## src/rtl/dma_se_pkg.sv

```systemverilog
package dma_se_pkg;
  typedef enum logic [1:0] {
    OP_DEMAND  = 2'b00,
    OP_SINGLE  = 2'b01,
    OP_BLOCK   = 2'b10,
    OP_CASCADE = 2'b11
  } op_e;

  typedef enum logic [1:0] {
    XF_VERIFY = 2'b00,
    XF_WRITE  = 2'b01,
    XF_READ   = 2'b10,
    XF_BAD    = 2'b11
  } xfer_e;

  typedef struct packed {
    op_e        op;
    logic       dec;
    logic       autoinit;
    xfer_e      xfer;
    logic [1:0] sel;
  } mode_t;
endpackage

```

## src/rtl/dma_se_qualify.sv

```systemverilog
module dma_se_qualify
  import dma_se_pkg::*;
#(
  parameter int NCH = 4,
  localparam int CHW = $clog2(NCH)
) (
  input  mode_t            mode_i,
  input  logic [NCH-1:0]   mask_i,
  input  logic [CHW-1:0]   chan_i,
  output logic             go_o
);
  logic masked;
  assign masked = mask_i[chan_i];
  assign go_o   = !masked && (mode_i.op == OP_SINGLE) && (mode_i.xfer != XF_BAD);
endmodule

```

## src/rtl/dma_se_calc.sv

```systemverilog
module dma_se_calc #(
  parameter int NCH = 4,
  parameter int AW  = 16,
  parameter int CW  = 16,
  localparam int CHW = $clog2(NCH)
) (
  input  logic            go_i,
  input  logic [CHW-1:0]  chan_i,
  input  logic            dec_i,
  input  logic            autoinit_i,
  input  logic [CW-1:0]   len_i,
  input  logic [AW-1:0]   cur_addr_i,
  input  logic [CW-1:0]   cur_cnt_i,
  input  logic [AW-1:0]   base_addr_i,
  input  logic [CW-1:0]   base_cnt_i,
  output logic [CW-1:0]   moved_o,
  output logic [AW-1:0]   nxt_addr_o,
  output logic [CW-1:0]   nxt_cnt_o,
  output logic [NCH-1:0]  tc_o
);
  logic [CW-1:0] take;
  logic [CW-1:0] left;
  logic [AW-1:0] step;
  logic [AW-1:0] moved_addr;
  logic          at_end;

  assign take       = (len_i < cur_cnt_i) ? len_i : cur_cnt_i;
  assign moved_o    = go_i ? take : '0;
  assign left       = cur_cnt_i - moved_o;
  assign step       = AW'(moved_o);
  assign moved_addr = dec_i ? (cur_addr_i - step) : (cur_addr_i + step);
  assign at_end     = go_i && (left == '0);

  always_comb begin
    if (at_end && autoinit_i) begin
      nxt_addr_o = base_addr_i;
      nxt_cnt_o  = base_cnt_i;
    end else begin
      nxt_addr_o = moved_addr;
      nxt_cnt_o  = left;
    end
  end

  for (genvar g = 0; g < NCH; g++) begin : g_tc
    assign tc_o[g] = at_end && (chan_i == CHW'(g));
  end
endmodule

```

## src/rtl/dma_se_issue.sv

```systemverilog
module dma_se_issue
  import dma_se_pkg::*;
#(
  parameter int AW = 16,
  parameter int CW = 16
) (
  input  logic           clk_i,
  input  logic           rst_ni,
  input  logic           load_i,
  input  logic [CW-1:0]  cnt_i,
  input  logic [AW-1:0]  addr_i,
  input  logic           dec_i,
  input  xfer_e          xfer_i,
  output logic           busy_o,
  output logic           stb_o,
  output logic           we_o,
  output logic [AW-1:0]  addr_o
);
  logic [CW-1:0] left_q;
  logic [AW-1:0] ptr_q;
  logic          dec_q;
  xfer_e         xf_q;

  always_ff @(posedge clk_i or negedge rst_ni) begin
    if (!rst_ni) begin
      left_q <= '0;
      ptr_q  <= '0;
      dec_q  <= 1'b0;
      xf_q   <= XF_VERIFY;
    end else if (load_i) begin
      left_q <= cnt_i;
      ptr_q  <= addr_i;
      dec_q  <= dec_i;
      xf_q   <= xfer_i;
    end else if (left_q != '0) begin
      left_q <= left_q - 1'b1;
      ptr_q  <= dec_q ? ptr_q - 1'b1 : ptr_q + 1'b1;
    end
  end

  assign busy_o = (left_q != '0);
  assign stb_o  = busy_o && (xf_q != XF_VERIFY);
  assign we_o   = stb_o && (xf_q == XF_WRITE);
  assign addr_o = ptr_q;

  // consecutive elements one step apart in the latched direction
  a_r6_addr_step: assert property (@(posedge clk_i) disable iff (!rst_ni)
    (busy_o && !load_i) |=> (addr_o == ($past(dec_q) ? $past(ptr_q) - 1'b1 : $past(ptr_q) + 1'b1)));
endmodule

```

## src/rtl/dma_single_engine.sv

```systemverilog
module dma_single_engine
  import dma_se_pkg::*;
#(
  parameter int NCH = 4,
  parameter int AW  = 16,
  parameter int CW  = 16,
  localparam int CHW = $clog2(NCH)
) (
  input  logic            clk_i,
  input  logic            rst_ni,
  input  logic            req_i,
  input  logic [CHW-1:0]  chan_i,
  input  logic [CW-1:0]   len_i,
  input  logic [7:0]      mode_i,
  input  logic [NCH-1:0]  mask_i,
  input  logic [AW-1:0]   cur_addr_i,
  input  logic [CW-1:0]   cur_cnt_i,
  input  logic [AW-1:0]   base_addr_i,
  input  logic [CW-1:0]   base_cnt_i,
  output logic            busy_o,
  output logic            done_o,
  output logic [CW-1:0]   moved_o,
  output logic            wb_en_o,
  output logic [CHW-1:0]  wb_chan_o,
  output logic [AW-1:0]   wb_addr_o,
  output logic [CW-1:0]   wb_cnt_o,
  output logic [NCH-1:0]  tc_set_o,
  output logic [NCH-1:0]  req_clr_o,
  output logic            mem_stb_o,
  output logic            mem_we_o,
  output logic [AW-1:0]   mem_addr_o
);
  mode_t          mode;
  logic           go;
  logic           accept;
  logic [CW-1:0]  moved_c;
  logic [AW-1:0]  nxt_addr_c;
  logic [CW-1:0]  nxt_cnt_c;
  logic [NCH-1:0] tc_c;

  logic           done_q;
  logic [CW-1:0]  moved_q;
  logic           wb_en_q;
  logic [CHW-1:0] wb_chan_q;
  logic [AW-1:0]  wb_addr_q;
  logic [CW-1:0]  wb_cnt_q;
  logic [NCH-1:0] tc_q;

  assign mode   = mode_t'(mode_i);
  assign accept = req_i && !busy_o;

  dma_se_qualify #(.NCH(NCH)) u_qualify (
    .mode_i (mode),
    .mask_i (mask_i),
    .chan_i (chan_i),
    .go_o   (go)
  );

  dma_se_calc #(.NCH(NCH), .AW(AW), .CW(CW)) u_calc (
    .go_i        (go),
    .chan_i      (chan_i),
    .dec_i       (mode.dec),
    .autoinit_i  (mode.autoinit),
    .len_i       (len_i),
    .cur_addr_i  (cur_addr_i),
    .cur_cnt_i   (cur_cnt_i),
    .base_addr_i (base_addr_i),
    .base_cnt_i  (base_cnt_i),
    .moved_o     (moved_c),
    .nxt_addr_o  (nxt_addr_c),
    .nxt_cnt_o   (nxt_cnt_c),
    .tc_o        (tc_c)
  );

  dma_se_issue #(.AW(AW), .CW(CW)) u_issue (
    .clk_i  (clk_i),
    .rst_ni (rst_ni),
    .load_i (accept && go),
    .cnt_i  (moved_c),
    .addr_i (cur_addr_i),
    .dec_i  (mode.dec),
    .xfer_i (mode.xfer),
    .busy_o (busy_o),
    .stb_o  (mem_stb_o),
    .we_o   (mem_we_o),
    .addr_o (mem_addr_o)
  );

  always_ff @(posedge clk_i or negedge rst_ni) begin
    if (!rst_ni) begin
      done_q    <= 1'b0;
      moved_q   <= '0;
      wb_en_q   <= 1'b0;
      wb_chan_q <= '0;
      wb_addr_q <= '0;
      wb_cnt_q  <= '0;
      tc_q      <= '0;
    end else if (accept) begin
      done_q    <= 1'b1;
      moved_q   <= moved_c;
      wb_en_q   <= go;
      wb_chan_q <= chan_i;
      wb_addr_q <= nxt_addr_c;
      wb_cnt_q  <= nxt_cnt_c;
      tc_q      <= tc_c;
    end else begin
      done_q    <= 1'b0;
      wb_en_q   <= 1'b0;
      tc_q      <= '0;
    end
  end

  assign done_o    = done_q;
  assign moved_o   = moved_q;
  assign wb_en_o   = wb_en_q;
  assign wb_chan_o = wb_chan_q;
  assign wb_addr_o = wb_addr_q;
  assign wb_cnt_o  = wb_cnt_q;
  assign tc_set_o  = tc_q;
  assign req_clr_o = tc_q;

  a_r1_masked_idle: assert property (@(posedge clk_i) disable iff (!rst_ni)
    (accept && mask_i[chan_i]) |=> (moved_o == '0 && !wb_en_o && !busy_o && tc_set_o == '0));

  a_r4_moved_bound: assert property (@(posedge clk_i) disable iff (!rst_ni)
    accept |=> (moved_o <= $past(len_i) && moved_o <= $past(cur_cnt_i)));

  a_r7_tc_onehot: assert property (@(posedge clk_i) disable iff (!rst_ni)
    $onehot0(tc_set_o));

  a_r7_tc_with_wb: assert property (@(posedge clk_i) disable iff (!rst_ni)
    (tc_set_o != '0) |-> (done_o && wb_en_o));

  a_r9_no_done_busy: assert property (@(posedge clk_i) disable iff (!rst_ni)
    busy_o |=> !done_o);
endmodule

```

## config.mk

```make
export PLATFORM = sky130hd
export DESIGN_NAME = dma_single_engine
export DESIGN_NICKNAME = d
export VERILOG_FILES = /design/src/rtl/dma_se_pkg.sv /design/src/rtl/dma_se_qualify.sv /design/src/rtl/dma_se_calc.sv /design/src/rtl/dma_se_issue.sv /design/src/rtl/dma_single_engine.sv
export SDC_FILE = /design/constraint.sdc
export NUM_CORES = 1
export LEC_CHECK = 0
export BUFFER_PORTS_ARGS = -buffer_cell sky130_fd_sc_hd__buf_2
export CAP_MARGIN = 20
export CORE_MARGIN = 10
export CORE_UTILIZATION = 50
export DETAILED_ROUTE_END_ITERATION = 8
export MAX_ROUTING_LAYER = met4
export PLACE_DENSITY = 0.81
export SLEW_MARGIN = 0
export SYNTH_ARGS = -nofsm -noshare
export SYNTH_HDL_FRONTEND = slang
export SYNTH_SLANG_ARGS = --single-unit
```

## constraint.sdc

```tcl
create_clock -name clk_i -period 2.9 [get_ports clk_i]
set_clock_uncertainty 0.1 [all_clocks]
set_input_delay 0.58 -clock clk_i [delete_from_list [all_inputs] [get_ports clk_i]]
set_output_delay 0.58 -clock clk_i [all_outputs]
set_load 0.02 [all_outputs]
```

* Yosys cells after proc, flatten, opt, wreduce, memory -nomap -nowiden
Cells that the tools add are included.
Cells by class: add/sub/neg operators 6, magnitude comparators 2, eq/ne operators 6, muxes and demuxes 15, reduce and logical (&&, ||, !) cells 19
Operators with widths (count):
- $mux W16 | 10
- $sub A16 B1 Y16 const B | 2
- $sub A16 B16 Y16 | 2
- $add A16 B1 Y16 const B | 1
- $add A16 B16 Y16 | 1
- $logic_not A16 Y1 | 1
- $lt A16 B16 Y1 | 1
- $reduce_bool A16 Y1 | 1
- $logic_and A1 B1 Y1 | 12
- $eq A2 B1 Y1 const B | 3
- $eq A2 B2 Y1 const B | 2
- $mux W4 | 1
- $reduce_bool A2 Y1 | 2
- $lt A2 B3 Y1 const B | 1
- $mux W1 | 3
- $bmux W1 S2 | 1
- $logic_not A1 Y1 | 2
- $logic_not A2 Y1 | 1
- $ne A2 B2 Y1 const B | 1
Word-level totals: register bits 91, input bits 97, output and inout port bits 79

* Depth between registers and ports, before layout
word-level depth 11, gate-level depth with buffers 26

* Cells and area by module
Synthesis repeated with hierarchy kept, for this count alone.
Second synthesis, totals: cells, all modules 806, area, all modules 7712.4 um^2
Modules (own cells, without submodules):
- dma_se_calc | times used 1, cells an instance 397, area an instance 2875.3 um^2, seq. area each 0.0 um^2
- dma_se_issue | times used 1, cells an instance 284, area an instance 2541.2 um^2, seq. area each 875.8 um^2
- dma_single_engine | times used 1, cells an instance 122, area an instance 2254.7 um^2, seq. area each 1401.3 um^2
- dma_se_qualify | times used 1, cells an instance 3, area an instance 41.3 um^2, seq. area each 0.0 um^2

* Least setup slack after synthesis
No wires, ideal clock.
path type input -> register, start point input port cur_cnt_i[2], end point register wb_cnt_q[2] (netlist: wb_cnt_o[2]), library setup time 0.065 ns, arrival time 5.490 ns, slack -2.755 ns, cell stages on the path 25, cell sequence inv_1 > ha_1 > a211oi_1 > o21ai_0 > a21oi_1 > o41ai_2 > nor2_1 > clkbuf_1 > buf_1 > nand2_1 > o21ai_0 > nand2_1 > ha_1 > nor3_1 > o21ai_1 > a31oi_1 > xnor2_1 > or4_1 > or4_1 > nor4_1 > nand4_1 > buf_6 > buf_6 > o211ai_1 > o21a_1
On the way: cells in the longest elaborated chain, start to end 8
Ends and longest elaborated chain:
- start, declared | line dma_single_engine.sv:17 | input logic [CW-1:0] cur_cnt_i,
- $lt A16 B16 Y1 | line dma_se_calc.sv:27 | assign take = (len_i < cur_cnt_i) ? len_i : cur_cnt_i;
- $mux W16 | line dma_se_calc.sv:27
- $mux W16 | line dma_se_calc.sv:28 | assign moved_o = go_i ? take : '0;
- $sub A16 B16 Y16 (*) | line dma_se_calc.sv:29 | assign left = cur_cnt_i - moved_o;
- $logic_not A16 Y1 | line dma_se_calc.sv:32 | assign at_end = go_i && (left == '0);
- $logic_and A1 B1 Y1 | line dma_se_calc.sv:32
- $logic_and A1 B1 Y1 | line dma_se_calc.sv:35 | if (at_end && autoinit_i) begin
- $mux W16 (*) | line dma_se_calc.sv:35
- end signal, assigned | line dma_single_engine.sv:104 | wb_cnt_q <= nxt_cnt_c;
- end, declared | line dma_single_engine.sv:46 | logic [CW-1:0] wb_cnt_q;
Every way passes the cells marked *; elsewhere a longest branch is shown, timed or not. A chain may end at the register's enable or synchronous reset.

* Worst setup path in the final report
start point input port cur_cnt_i[5], end point register wb_addr_q[11] (netlist: wb_addr_o[11])
On the way: cells in the longest elaborated chain, start to end 8, elaborated cells on any way between the ends 11
Ends and longest elaborated chain:
- $lt A16 B16 Y1 | line dma_se_calc.sv:27
- $mux W16 | line dma_se_calc.sv:27
- $mux W16 | line dma_se_calc.sv:28
- $sub A16 B16 Y16 | line dma_se_calc.sv:29
- $logic_not A16 Y1 | line dma_se_calc.sv:32
- $logic_and A1 B1 Y1 | line dma_se_calc.sv:32
- $logic_and A1 B1 Y1 | line dma_se_calc.sv:35
- $mux W16 (*) | line dma_se_calc.sv:35
- end signal, assigned | line dma_single_engine.sv:103 | wb_addr_q <= nxt_addr_c;
- end, declared | line dma_single_engine.sv:45 | logic [AW-1:0] wb_addr_q;
Marks and branches as above.

==> run_results.csv <==
group,metric,value,unit
place,port_buffers,173,
route,vias,8492,
place,place_ws,-2.58,ns
yosys,synth_compound_area_share,21.5,%
pwr,pwr_density_cell,501,nW/um^2
pwr,power.total,5.66,mW
yosys,ys_seq_elements,91,
worst_setup_path,path_max_fanout,5,
yosys,synth_area,7070,sq um
sta,rsz0062_at_grt,"yes",
route,drtIter0Drc,902,
flow_run,cap_violations,0,
worst_setup_path,worstPathArrival,5.58,ns
yosys,syn_nets,1007,
worst_setup_path,timing.rr.end,"u_issue.addr_o[15]",
yosys,yosys.area.top_type,"dfrtp_1",
sta,slew_violations,0,
route,post_drt_wl_per_cell,21.1,um
global_route,grt_pass1_wl,41000,um
worst_setup_path,path_class,"input port to flop",
layout,filler_cell_count,788,
global_route,antenna_found_initial,2,
place,place.gp.congestion,0.997,
clocking,clkSinkCount,91,
yosys,synth_top_cells_by_count,"119 x nand2_1, 91 x dfrtp_1, 87 x o21ai_0",
worst_setup_path,critPathCapture,"wb_addr_o[11]",
yosys,ys.warnings.count,0,
clocking,cts_made_buffers,9,
sta,max_freq,183,MHz
yosys,synth_ff_type,"dfrtp_1",
sta,setup_tns,-77.17,ns
yosys,synth-edff-count,0,
pwr,p_comb_share,51.6,%
yosys,ys_async_sr_fraction,100,%
global_route,grt_overflow_total,0,
worst_setup_path,critical_path_required,3.03,ns
run_status,violations,"negative setup slack",
yosys,synthCells,846,
layout,layout.nets,1406,
place,dp.cells,1371,
floorplanning,initial_core_util,51.0,%
worst_setup_path,reg2reg_from,"u_issue.dec_q",
sta,finalHoldViolCount,0,
floorplanning,core,13900,sq um
pwr,swShare,39.7,%
pwr,leakagePower,5.44,nW
floorplanning,dieArea,19300,sq um
sta,setup_ws,-2.55,ns
clocking,cts_max_path_buffers,2,
yosys,yosys.area_share.simple,18.4,%
layout,stdcell_area,11300,sq um
route,wl,30200,um
yosys,synth_area_leaders,"dfrtp_1 32%, ha_1 11%, nand2_1 6.3%",
layout,utilization,81.4,%
global_route,grt_pass1_vias,7744,
worst_setup_path,end_kind,"flop",
global_route,gr-usage-all-layers,26.5,%
yosys,avgSynthCellArea,8.36,sq um
layout,final_cells,1434,
yosys,ys_types,60,
sta,setup_viol,41,
place,dpl.hpwl,20400,um
floorplanning,num_rows,43,
pwr,seq_power_share,27.7,%
sta,finalCriticalPeriod,5.45,ns
yosys,synthXorXnorAreaFrac,7.18,%
route,drt_first_pass_iters,5,
yosys,yosysTopAreaCellShare,32.2,%
layout,area_delta_synth_final,59.7,%
clocking,clockRootBuffer,"clkbuf_16",
layout,layout-drive-gt1-share,45.4,%
worst_setup_path,r2r_slack,-0.07,ns
yosys,synth_top_family_by_area,"compound AO/OA/AOI/OAI gates",
route,drtAntennaViolNets,0,
run_status,status,"finished, violations left",
floorplanning,die_w,139,um
clocking,cts_tree,"built",
route,drc_errors,0,
clocking,clock_latency,0.37,ns
worst_hold_path,min_path_type,"input port to asynchronous set/reset pin",
sta,fin_crit_sh,188,%
yosys,synth_fa_ha_area_share,11.6,%
yosys,yosysMostFrequentCell,"nand2_1",
pwr,switching_power,2.25,mW
yosys,ys_seq_area_share,32.2,%
place,postPlaceCellArea,9930,sq um
yosys,synth_mux_area_share,4.46,%
sta,slew_headroom,46.9,%
clocking,htree_levels,3,
worst_setup_path,startpoint_type,"input port",
floorplanning,dieHeight,139,um
pwr,clkPwrFrac,20.7,%
clocking,clk_pin_slew,0.07,ns
sta,fin_hold_ws,0.124,ns
floorplanning,ios,176,
pwr,power.internal,3.41,mW
worst_setup_path,cp-startpoint,"cur_cnt_i[5]",
global_route,grt_start_max_net_pins,67,
pwr,peakVddDrop,0.000312,V
sta,tightest_slew,0.786,ns
route,via_per_inst,5.92,
worst_setup_path,worstRegToRegCells,13,
## power by group through the flow
stage | clock network, mW | registers (mW) | logic, mW
2_1_floorplan | 0 | 1.66 | 1.32
3_3_place_gp | 0 | 1.56 | 2.27
3_5_place_dp | 0 | 1.56 | 2.35
4_1_cts | 1.15 | 1.54 | 2.51
5_1_grt | 1.21 | 1.57 | 3.11
6_report | 1.17 | 1.57 | 2.92
## repair_timing
action,in CTS,in global routing
cloned,2,4
buffers inserted,18,20
resized for setup,69,92
pin swaps,23,57
hold buffers,0,0
setup endpoints to repair,44,68
## state kept, by name (all words and copies together), names as in the netlist
register        count
wb_en_o             1
wb_cnt_o           16
moved_o            16
wb_addr_o          16
req_clr_o           4
done_o              1
u_issue.addr_o     16
u_issue.xf_q        2
wb_chan_o           2
u_issue.dec_q       1
u_issue.left_q     16
## area by class of cell
cell class | count | area [sq um] | area share [%]
diodes | 4 | 10.0 | 0.0886
multi-input cells | 677 | 5230 | 46.3
flip-flops and latches | 91 | 2280 | 20.2
clock inverters | 5 | 36.3 | 0.321
repair buffers | 421 | 3060 | 27.1
inverters | 45 | 213 | 1.88
well taps | 180 | 225 | 1.99
clock buffers | 11 | 243 | 2.15
## kinds of logic (layout without fill, tap and decap cells)
logic type | after synthesis | count (layout)
simple gates | 278 | 278
compound gates | 246 | 246
flops | 91 | 91
other cells | 0 | 4
fa+ha+maj | 64 | 64
mux | 31 | 31
buf+inv | 78 | 482
xor+xnor | 58 | 58
## cells in the final DEF (no fill, tap or decap), drive strengths merged, types with 6 or more instances in the layout
| cell | Yosys | final |
|---|---|---|
| clkbuf | 22 | 15 |
| o211ai | 6 | 6 |
| or3 | 10 | 10 |
| and3 | 10 | 10 |
| o21ai | 89 | 89 |
| o21bai | 8 | 8 |
| dfrtp | 91 | 91 |
| nor3 | 19 | 19 |
| buf | 11 | 417 |
| nor2b | 9 | 9 |
| nor4 | 9 | 9 |
| a31oi | 10 | 10 |
| nand2 | 119 | 119 |
| ha | 61 | 61 |
| or2 | 6 | 6 |
| inv | 44 | 45 |
| a21o | 19 | 19 |
| o21a | 7 | 7 |
| a21boi | 6 | 6 |
| a21oi | 54 | 54 |
| nand3 | 9 | 9 |
| nand4 | 9 | 9 |
| nand2b | 8 | 8 |
| o22ai | 10 | 10 |
| a211oi | 8 | 8 |
| xor2 | 21 | 21 |
| mux2i | 30 | 30 |
| xnor2 | 37 | 37 |
| nor2 | 53 | 53 |
## worst min-delay path by stage
| stage | start | endpoint | slack [ns] | depth (start not counted) |
|---|---|---|---|---|
| after detailed placement | wb_chan_o[1] | wb_chan_o[1] | 0.37 | 2 |
| final | rst_ni | moved_o[5] | 0.12 | 1 |
| after floorplan | rst_ni | done_o | 0.18 | 0 |
| after CTS | rst_ni | moved_o[10] | 0.14 | 1 |
| after global placement | wb_chan_o[1] | wb_chan_o[1] | 0.34 | 2 |
| after global routing | rst_ni | u_issue.left_q[4] | 0.15 | 1 |
## critical path, stage by stage
cell     delay, ns
buf_8         0.09
inv_6         0.03
ha_4          0.25
nand4_1       0.10
nor2_1        0.15
a21oi_2       0.09
o41ai_4       0.41
nor2_4        0.08
buf_6         0.13
mux2i_2       0.16
nor2_2        0.16
inv_2         0.07
fa_2          0.38
buf_4         0.14
buf_4         0.14
a21o_1        0.17
a21oi_1       0.21
xnor2_1       0.14
or4_1         0.43
or4_4         0.50
nor4_2        0.26
nand4_1       0.14
buf_6         0.17
buf_16        0.15
mux2i_1       0.30
o21ai_1       0.14
## per-layer routing
layer / vias to the layer above / GRT usage, % / share of wire (%)
met5: - / - / 0
met4: 0 / 7.63 / 4.7
met3: 148 / 4.79 / 9.3
met2: 570 / 43.4 / 47
met1: 3937 / 32.9 / 39
li1: 3837 / - / -
(Power assumes the default switching activity.)
